<file path="config.mk">
export PLATFORM = sky130hd
export DESIGN_NAME = evtrig_top
export DESIGN_NICKNAME = d
export VERILOG_FILES = /design/src/rtl/evtrig_pkg.sv /design/src/rtl/evtrig_cfg.sv /design/src/rtl/evtrig_chan.sv /design/src/rtl/evtrig_top.sv
export SDC_FILE = /design/constraint.sdc
export NUM_CORES = 2
export LEC_CHECK = 0
export ABC_AREA = 1
export BUFFER_PORTS_ARGS = -buffer_cell sky130_fd_sc_hd__buf_2
export CAP_MARGIN = 20
export CORE_ASPECT_RATIO = 0.5
export CORE_MARGIN = 1
export CORE_UTILIZATION = 49
export CTS_BUF_LIST = sky130_fd_sc_hd__clkbuf_8
export DETAILED_ROUTE_END_ITERATION = 12
export MAX_ROUTING_LAYER = met4
export PLACE_DENSITY = 0.72
export SETUP_SLACK_MARGIN = 0.02
export SLEW_MARGIN = 25
export SYNTH_ARGS = -nofsm -noshare
export SYNTH_HDL_FRONTEND = slang
export SYNTH_SLANG_ARGS = --single-unit
</file>
<file path="constraint.sdc">
create_clock -name clk -period 2.7 [get_ports clk]
set_clock_uncertainty 0.05 [all_clocks]
set_input_delay 0.54 -clock clk [delete_from_list [all_inputs] [get_ports clk]]
set_output_delay 0.54 -clock clk [all_outputs]
set_load 0.01 [all_outputs]
</file>
<file path="src/rtl/evtrig_pkg.sv">
package evtrig_pkg;

   // Field selector of the settings write port
   typedef enum logic [1:0] {
      FLD_CODE   = 2'd0,
      FLD_DELAY  = 2'd1,
      FLD_WIDTH  = 2'd2,
      FLD_ENABLE = 2'd3
   } cfg_field_e;

   // Per-channel sequencing state
   typedef enum logic [1:0] {
      CH_IDLE = 2'd0,
      CH_WAIT = 2'd1,
      CH_FIRE = 2'd2
   } ch_state_e;

endpackage

</file>
<file path="src/rtl/evtrig_cfg.sv">
module evtrig_cfg
   import evtrig_pkg::*;
#(
   parameter int NUM_CH = 8,
   parameter int CODE_W = 8,
   parameter int CNT_W  = 32,
   parameter int SEL_W  = 3
) (
   input  logic                           clk,
   input  logic                           rst_n,
   input  logic                           cfg_we,
   input  logic [SEL_W-1:0]               cfg_ch,
   input  logic [1:0]                     cfg_field,
   input  logic [CNT_W-1:0]               cfg_wdata,
   output logic [NUM_CH-1:0][CODE_W-1:0]  ch_code,
   output logic [NUM_CH-1:0][CNT_W-1:0]   ch_delay,
   output logic [NUM_CH-1:0][CNT_W-1:0]   ch_width,
   output logic [NUM_CH-1:0]              ch_en
);

   cfg_field_e fld;
   assign fld = cfg_field_e'(cfg_field);

   for (genvar c = 0; c < NUM_CH; c++) begin : g_reg
      logic              sel;
      logic [CODE_W-1:0] code_q;
      logic [CNT_W-1:0]  delay_q;
      logic [CNT_W-1:0]  width_q;
      logic              en_q;

      assign sel = cfg_we && (cfg_ch == SEL_W'(c));

      always_ff @(posedge clk or negedge rst_n) begin
         if (!rst_n) begin
            code_q  <= '0;
            delay_q <= '0;
            width_q <= '0;
            en_q    <= 1'b0;
         end else if (sel) begin
            case (fld)
               FLD_CODE:   code_q  <= cfg_wdata[CODE_W-1:0];
               FLD_DELAY:  delay_q <= cfg_wdata;
               FLD_WIDTH:  width_q <= cfg_wdata;
               FLD_ENABLE: en_q    <= cfg_wdata[0];
               default:    ;
            endcase
         end
      end

      assign ch_code[c]  = code_q;
      assign ch_delay[c] = delay_q;
      assign ch_width[c] = width_q;
      assign ch_en[c]    = en_q;
   end

endmodule

</file>
<file path="src/rtl/evtrig_chan.sv">
module evtrig_chan
   import evtrig_pkg::*;
#(
   parameter int CODE_W = 8,
   parameter int CNT_W  = 32
) (
   input  logic              clk,
   input  logic              rst_n,
   input  logic [CODE_W-1:0] evt_code,
   input  logic [CODE_W-1:0] match_code,
   input  logic [CNT_W-1:0]  delay,
   input  logic [CNT_W-1:0]  width,
   input  logic              en,
   output logic              trig,
   output logic              busy
);

   localparam logic [CNT_W-1:0] ONE = CNT_W'(1);

   ch_state_e        state;
   logic [CNT_W-1:0] cnt;
   logic [CNT_W-1:0] wlat;
   logic             hit;
   logic             cnt_done;

   assign hit      = en && (state == CH_IDLE) && (evt_code != '0) && (evt_code == match_code);
   assign cnt_done = (cnt == '0);
   assign busy     = (state != CH_IDLE);

   always_ff @(posedge clk or negedge rst_n) begin
      if (!rst_n) begin
         state <= CH_IDLE;
         cnt   <= '0;
         wlat  <= '0;
         trig  <= 1'b0;
      end else if (!en) begin
         state <= CH_IDLE;
         cnt   <= '0;
         trig  <= 1'b0;
      end else begin
         case (state)
            CH_IDLE: begin
               if (hit && (width != '0)) begin
                  wlat <= width;
                  if (delay == '0) begin
                     state <= CH_FIRE;
                     cnt   <= width - ONE;
                     trig  <= 1'b1;
                  end else begin
                     state <= CH_WAIT;
                     cnt   <= delay - ONE;
                  end
               end
            end
            CH_WAIT: begin
               if (cnt_done) begin
                  state <= CH_FIRE;
                  cnt   <= wlat - ONE;
                  trig  <= 1'b1;
               end else begin
                  cnt <= cnt - ONE;
               end
            end
            CH_FIRE: begin
               if (cnt_done) begin
                  state <= CH_IDLE;
                  trig  <= 1'b0;
               end else begin
                  cnt <= cnt - ONE;
               end
            end
            default: begin
               state <= CH_IDLE;
               trig  <= 1'b0;
            end
         endcase
      end
   end

endmodule

</file>
<file path="src/rtl/evtrig_top.sv">
module evtrig_top
   import evtrig_pkg::*;
#(
   parameter int NUM_CH = 8,
   parameter int CODE_W = 8,
   parameter int CNT_W  = 32,
   localparam int SEL_W = (NUM_CH > 1) ? $clog2(NUM_CH) : 1
) (
   input  logic              clk,
   input  logic              rst_n,
   input  logic [CODE_W-1:0] evt_code,
   input  logic              cfg_we,
   input  logic [SEL_W-1:0]  cfg_ch,
   input  logic [1:0]        cfg_field,
   input  logic [CNT_W-1:0]  cfg_wdata,
   output logic [NUM_CH-1:0] trig_out
);

   if (NUM_CH < 1) begin : g_bad_ch
      $error("evtrig_top: NUM_CH must be at least 1");
   end
   if (CODE_W < 2) begin : g_bad_code
      $error("evtrig_top: CODE_W must be at least 2");
   end
   if (CNT_W < CODE_W) begin : g_bad_cnt
      $error("evtrig_top: CNT_W must not be narrower than CODE_W");
   end

   logic [NUM_CH-1:0][CODE_W-1:0] ch_code;
   logic [NUM_CH-1:0][CNT_W-1:0]  ch_delay;
   logic [NUM_CH-1:0][CNT_W-1:0]  ch_width;
   logic [NUM_CH-1:0]             ch_en;
   logic [NUM_CH-1:0]             ch_busy;

   evtrig_cfg #(
      .NUM_CH (NUM_CH),
      .CODE_W (CODE_W),
      .CNT_W  (CNT_W),
      .SEL_W  (SEL_W)
   ) u_cfg (
      .clk       (clk),
      .rst_n     (rst_n),
      .cfg_we    (cfg_we),
      .cfg_ch    (cfg_ch),
      .cfg_field (cfg_field),
      .cfg_wdata (cfg_wdata),
      .ch_code   (ch_code),
      .ch_delay  (ch_delay),
      .ch_width  (ch_width),
      .ch_en     (ch_en)
   );

   for (genvar c = 0; c < NUM_CH; c++) begin : g_ch
      evtrig_chan #(
         .CODE_W (CODE_W),
         .CNT_W  (CNT_W)
      ) u_chan (
         .clk        (clk),
         .rst_n      (rst_n),
         .evt_code   (evt_code),
         .match_code (ch_code[c]),
         .delay      (ch_delay[c]),
         .width      (ch_width[c]),
         .en         (ch_en[c]),
         .trig       (trig_out[c]),
         .busy       (ch_busy[c])
      );
   end

endmodule

</file>
; ---- After elaboration in Yosys (flattened, before gate mapping)
; Index checks and enable logic that the tools add are counted.
[op_classes]
n_addsub = 32
n_eq_ne = 82
mux = 144
reduce_logical = 139
[ops]
columns = op, count
row1 = $mux W32, 40
row2 = $sub A32 B1 Y32 const B, 32
row3 = $pmux W32 S3, 8
row4 = $logic_not A32 Y1, 16
row5 = $reduce_bool A32 Y1, 8
row6 = $mux W2, 40
row7 = $ne A3 B3 Y1 const B, 24
row8 = $reduce_and A3 Y1, 24
row9 = $eq A8 B8 Y1, 8
row10 = $reduce_and A2 Y1, 32
row11 = $ne A3 B2 Y1 const B, 16
row12 = $pmux W2 S3, 8
row13 = $logic_and A1 B1 Y1, 40
row14 = $mux W1, 40
row15 = $ne A4 B1 Y1 const B, 8
row16 = $reduce_and A4 Y1, 8
row17 = $pmux W1 S3, 8
row18 = $eq A2 B2 Y1 const B, 10
row19 = $eq A2 B1 Y1 const B, 9
row20 = $logic_not A2 Y1, 9
row21 = $eq A3 B3 Y1 const B, 4
row22 = $reduce_bool A8 Y1, 1
row23 = $eq A3 B2 Y1 const B, 2
row24 = $eq A3 B1 Y1 const B, 1
row25 = $logic_not A3 Y1, 1
[totals]
regBits = 1120
word_cells = 461

; ---- Longest topological paths before layout
[depth]
word_depth = 8
depth_mapped = 19
depth_no_buf = 18

; ---- Hierarchy
; From an unflattened synthesis, not the netlist that was laid out.
[unflattened]
hier_cells = 12427
hier_area_um2 = 80014.2
[by_module_without_submodules]
columns = module, n_inst, cells_each, area_each_um2
row1 = evtrig_chan (g_ch[3].u_chan ...), 4, 1223, 7086.8
row2 = evtrig_cfg, 1, 2653, 23388.7
row3 = evtrig_chan (g_ch[0].u_chan ...), 3, 1219, 7071.8
row4 = evtrig_chan (g_ch[7].u_chan), 1, 1225, 7063.0

; ---- Least setup slack after synthesis
; Ideal clock, no wire load.
[synth_path]
kind = reg-to-reg
start = register u_cfg.g_reg[1].delay_q[17]
end = register g_ch[1].u_chan.cnt[16]
arrival_ps = 2099
required_time_ps = 2533
path_slack_ps = 434
stages_incl_launch_ff = 18
n_path_buf = 1
period_less_slack_ps = 2266
path_cell_list = dfrtp_1 > nor2_1 > nand2_1 > nor2_1 > nand2_1 > nor2_2 > buf_6 > a21oi_1 > ha_1 > nand3_1 > nor2_2 > inv_1 > nor2_2 > nand2_1 > o21ai_0 > nand3_1 > nand2_1 > nand2_1
[synth_via]
elab_chain_cells = 5
[synth_rtl]
columns = item, line
row1 = "start, declared", evtrig_cfg.sv:27  ; logic [CNT_W-1:0] delay_q;
row2 = "start signal, assigned", evtrig_cfg.sv:42  ; FLD_DELAY: delay_q <= cfg_wdata;
row3 = $logic_not A32 Y1, evtrig_chan.sv:45  ; if (delay == '0) begin
row4 = $mux W32, evtrig_chan.sv:45
row5 = $mux W32, evtrig_chan.sv:43  ; if (hit && (width != '0)) begin
row6 = $pmux W32 S3, evtrig_chan.sv:41  ; case (state)
row7 = $mux W32, evtrig_chan.sv:36  ; end else if (!en) begin
row8 = "end signal, assigned", evtrig_chan.sv:47  ; cnt <= width - ONE;
row9 = "end signal, assigned", evtrig_chan.sv:51  ; cnt <= delay - ONE;
row10 = "end signal, assigned", evtrig_chan.sv:58  ; cnt <= wlat - ONE;
row11 = "end, declared", evtrig_chan.sv:21  ; logic [CNT_W-1:0] cnt;
; No other way between the ends. The select of a mux whose other input is x is not followed.
; A chain may end at the register's enable or synchronous reset.

; ---- Worst setup path after layout
[layout_path]
start = register u_cfg.g_reg[3].delay_q[31]
end = register g_ch[3].u_chan.cnt[26]
[layout_via]
elab_chain_cells = 5
[layout_rtl]
columns = item, line
row1 = "start, declared", evtrig_cfg.sv:27
row2 = "start signal, assigned", evtrig_cfg.sv:42
row3 = $logic_not A32 Y1, evtrig_chan.sv:45
row4 = $mux W32, evtrig_chan.sv:45
row5 = $mux W32, evtrig_chan.sv:43
row6 = $pmux W32 S3, evtrig_chan.sv:41
row7 = $mux W32, evtrig_chan.sv:36
row8 = "end signal, assigned", evtrig_chan.sv:47
row9 = "end signal, assigned", evtrig_chan.sv:51
row10 = "end signal, assigned", evtrig_chan.sv:58
row11 = "end, declared", evtrig_chan.sv:21
; No other way between the ends. The select of a mux whose other input is x is not followed.

==> impl_metrics.csv <==
group,metric,value,unit
status,status,"finished, violations left",
status,violations,"design-rule violations",
global_route,grt_max_degree,84,
die,start_util,0.498,
clock_tree,clockRootBuffer,"clkbuf_8",
global_route,antenna_found_initial,27,
route,vias,79902,
clock_tree,clk_path_buf_depth,4,
synthesis,synth_top_family_by_area,"simple AND/OR/NAND/NOR gates",
synthesis,syn_inst,11640,
global_route,gr-total-overflow,0,
placement,io_buffer_count,55,
setup_path,crit_required,3430,ps
clock_tree,cts_tree,"done",
worst_hold_path,worstHoldPathType,"input pin to flop",
power,swShare,0.494,
synthesis,synth_compound_area_frac,0.132,
synthesis,synth-warning-count,0,
synthesis,synth-simple-area-share,0.356,
timing,rsz0062_at_grt,"true",
die,ioPinCount,56,
layout,n_fill_cell,14663,
setup_path,crit_buf_inv,2,
placement,dpl.hpwl,205000,um
setup_path,worstPathArrival,3360,ps
synthesis,synth.net_count,11744,
clock_tree,htree_num_levels,4,
synthesis,synth.distinct_cells,61,
route,ant_nets,0,
die,die_area,157000,um2
setup_path,path_max_fanout,7,
route,drtIter0Drc,8772,
timing,period_share,0.971,
timing,slew_headroom,0.436,
setup_path,slowest_delay,400,ps
layout,area_delta_synth_final,18.8,%
power,finalPower,92.0,mW
synthesis,muxShareOfSynthArea,0.00118,
job,cap_violations,0,
synthesis,ys_seq_area_frac,0.368,
power,p_switching,45.5,mW
die,rows,101,
timing,drv_slew,0,
setup_path,endpoint_kind,"flop",
synthesis,synth_edf_count,0,
placement,gp_congestion,1.00,
timing,hold_viol,0,
clock_tree,path_clk_slew,90,ps
power,sequentialPowerShare,0.256,
setup_path,cpMostUsedCell,"nand2_1",
timing,setup_viol,0,
power,p_int,46.6,mW
power,p_comb_frac,0.570,
timing,worst_slew_pin_slew,845,ps
setup_path,critical_path.startpoint_type,"flop",
clock_tree,insertion_delay,930,ps
global_route,grtUsageTotal,0.354,
die,die_w,560,um
setup_path,crit_family,"simple AND/OR/NAND/NOR gates",
setup_path,slowest_stage,"dfrtp_1",
power,ir_drop,809,uV
clock_tree,cts_buffers,181,
synthesis,ys.flop_type,"dfrtp_1",
placement,dpl_cell_area,83700,um2
setup_path,worstPathCellList,"nor2_2, nand2_1, nor2_2, nand2_2, nor2_4, buf_12, a21oi_2, ha_2, nand2_2, nor2_4, nand2_1, nor2_1, buf_4, nand2_1, nand2_1, nand2_1, nand2_1, nand2_1, nand2_1",
synthesis,ys_async_sr_fraction,1.00,
setup_path,path_class,"flop to flop",
synthesis,synthXorXnorAreaFrac,0.0480,
layout,nets,12421,
route,post_drt_via_cell_ratio,5.50,
synthesis,yosys.area_share.adder,0.00920,
global_route,grt_first_pass_wirelength,425000,um
power,p_leak,46.3,nW
die,core,153000,um2
timing,fin_crit,2620,ps
global_route,grt_pass1_vias,73933,
layout,final_cell_area,90500,um2
clock_tree,clock_sinks,1120,
synthesis,synth_seq_cells,1120,
route,drc_errors,10,
power,powerDensity,1020,nW/um2
synthesis,syn_avg_cell_area,6.54,um2
route,wl_per_cell,19.1,um
layout,drive_above_1_share,0.157,
timing,clock.fmax,0.381,GHz
power,p_clk_frac,0.174,
synthesis,netlist_area,76200,um2
route,totalWireLength,277000,um
layout,final_util,0.591,
route,firstDrtPassIters,12,
die,die_y,281,um
routing by layer:
metal / global-route usage / vias up / routed length [um]
li1: - / 38632 / -
met1: 0.488 / 37557 / 123000
met2: 0.538 / 3240 / 122000
met3: 0.0569 / 473 / 24400
met4: 0.0968 / 0 / 7710
met5: - / - / 0
timing repair:
item | in CTS | in global routing
buffers inserted | 3 | 59
hold buffers | 3 | 0
setup endpoints to repair | 42 | 304
pin swaps | 1 | 196
hold endpoints to repair | 272 | 0
cloned | 0 | 16
resized for setup | 14 | 657
per-stage QoR:
step	hold WS (ps)	cells	setup TNS (ps)	worst slack (ps)
after floorplan	194	11640	0	434
after global placement	418	14114	-2330	-233
final	132	14518	0	77.1
after detailed placement	419	14114	-2530	-187
after CTS	84.5	14430	0	19.8
after global routing	102	14516	-1060	-84.4
final cells by class:
type | instances | area, um2 | share of cell area
antenna | 14 | 35.0 | 0.000387
inverter | 1216 | 4580 | 0.0507
clock inverter | 83 | 622 | 0.00687
timing repair inverter | 1 | 7.51 | 0.0000830
tap | 2060 | 2580 | 0.0285
multi-input combinational | 8879 | 43700 | 0.483
clock buffer | 227 | 3120 | 0.0345
timing repair buffer | 918 | 7850 | 0.0867
sequential | 1120 | 28000 | 0.310
state kept, by name (all words and copies together), names as in the netlist:
| name | count |
|---|---|
| g_ch.u_chan.cnt | 256 |
| g_ch.u_chan.state | 16 |
| g_ch.u_chan.trig | 8 |
| g_ch.u_chan.wlat | 256 |
| u_cfg.g.code_q | 64 |
| u_cfg.g.delay_q | 256 |
| u_cfg.g.en_q | 8 |
| u_cfg.g.width_q | 256 |
path summary, 6_finish.rpt:
check | from | end | slack, ps | cells past startpoint
max in group asynchronous | rst_n | g_ch[0].u_chan.wlat[14] | 1470 | 4
max reg2reg | u_cfg.g_reg[3].delay_q[31] | g_ch[3].u_chan.cnt[26] | 80 | 19
min in group asynchronous | rst_n | u_cfg.g_reg[2].code_q[4] | 160 | 2
min | cfg_wdata[0] | u_cfg.g_reg[0].en_q | 130 | 4
min reg2reg | g_ch[2].u_chan.cnt[26] | g_ch[2].u_chan.cnt[26] | 430 | 2
max | u_cfg.g_reg[3].delay_q[31] | g_ch[3].u_chan.cnt[26] | 80 | 19
worst reg2reg max path: cells and delay by family (launching register included):
family,cells,cell delay [ps]
and+or+nand+nor,15,1450
DFF,1,400
buffers and inverters,2,310
adders and majority gates,1,210
AOI/OAI and AO/OA,1,70
layout by cell type, fill, tap and decap left out, drive strengths merged, types with 3 or more instances in the layout:
cell / instances
mux2: 8
dlygate4sd3: 3
a21oi: 451
nor3b: 10
nand2: 3710
o31ai: 3
dfrtp: 1120
o21ai: 1141
a21boi: 3
xor2: 321
o221ai: 19
nor4: 60
nor3: 117
o22ai: 9
nand3: 748
or2: 51
o211ai: 150
ha: 56
o2111ai: 4
xnor2: 96
a31oi: 15
nor2: 1643
diode: 14
clkbuf: 237
o21bai: 36
nand4: 173
clkinvlp: 8
clkinv: 39
nand3b: 17
inv: 1243
bufinv: 10
buf: 905
a22oi: 6
a211oi: 3
o21a: 14
and2: 5
cell families (layout without fill, tap and decap cells):
kind of cell / after synthesis / count (layout)
compound gates: 1860 / 1860
xor+xnor: 417 / 417
fa+ha+maj: 56 / 56
buf+inv: 1644 / 2445
flops: 1120 / 1120
mux: 8 / 8
other cells: 0 / 14
simple gates: 6535 / 6538
power by group through the flow:
stage / clock, mW / sequential, mW / combinational, mW
after floorplan: 0 / 22.7 / 32.9
after global placement: 0 / 23.6 / 48.4
after detailed placement: 0 / 23.6 / 49.0
after CTS: 16.2 / 23.4 / 49.3
after global routing: 16.9 / 23.9 / 57.9
final: 16.0 / 23.5 / 52.5
synth_stat cells (30+ instances only):
cell type / instances / share of area
a21oi_1: 439 / 0.029
o211ai_1: 150 / 0.015
nor2_1: 1531 / 0.075
or2_2: 42 / 0.0034
dfrtp_1: 1120 / 0.37
nand4_1: 172 / 0.014
clkbuf_1: 302 / 0.015
o21ai_0: 1112 / 0.073
nor4_1: 59 / 0.0048
inv_1: 1189 / 0.059
buf_2: 51 / 0.0034
o21bai_1: 36 / 0.0035
nor3_1: 114 / 0.0075
xor2_1: 321 / 0.037
nand3_1: 740 / 0.049
ha_1: 56 / 0.0092
nand2_1: 3663 / 0.18
nor2_2: 87 / 0.0071
nand2_2: 42 / 0.0034
buf_4: 30 / 0.0030
xnor2_1: 96 / 0.011
Note: power is estimated with default switching activity, not from simulation.
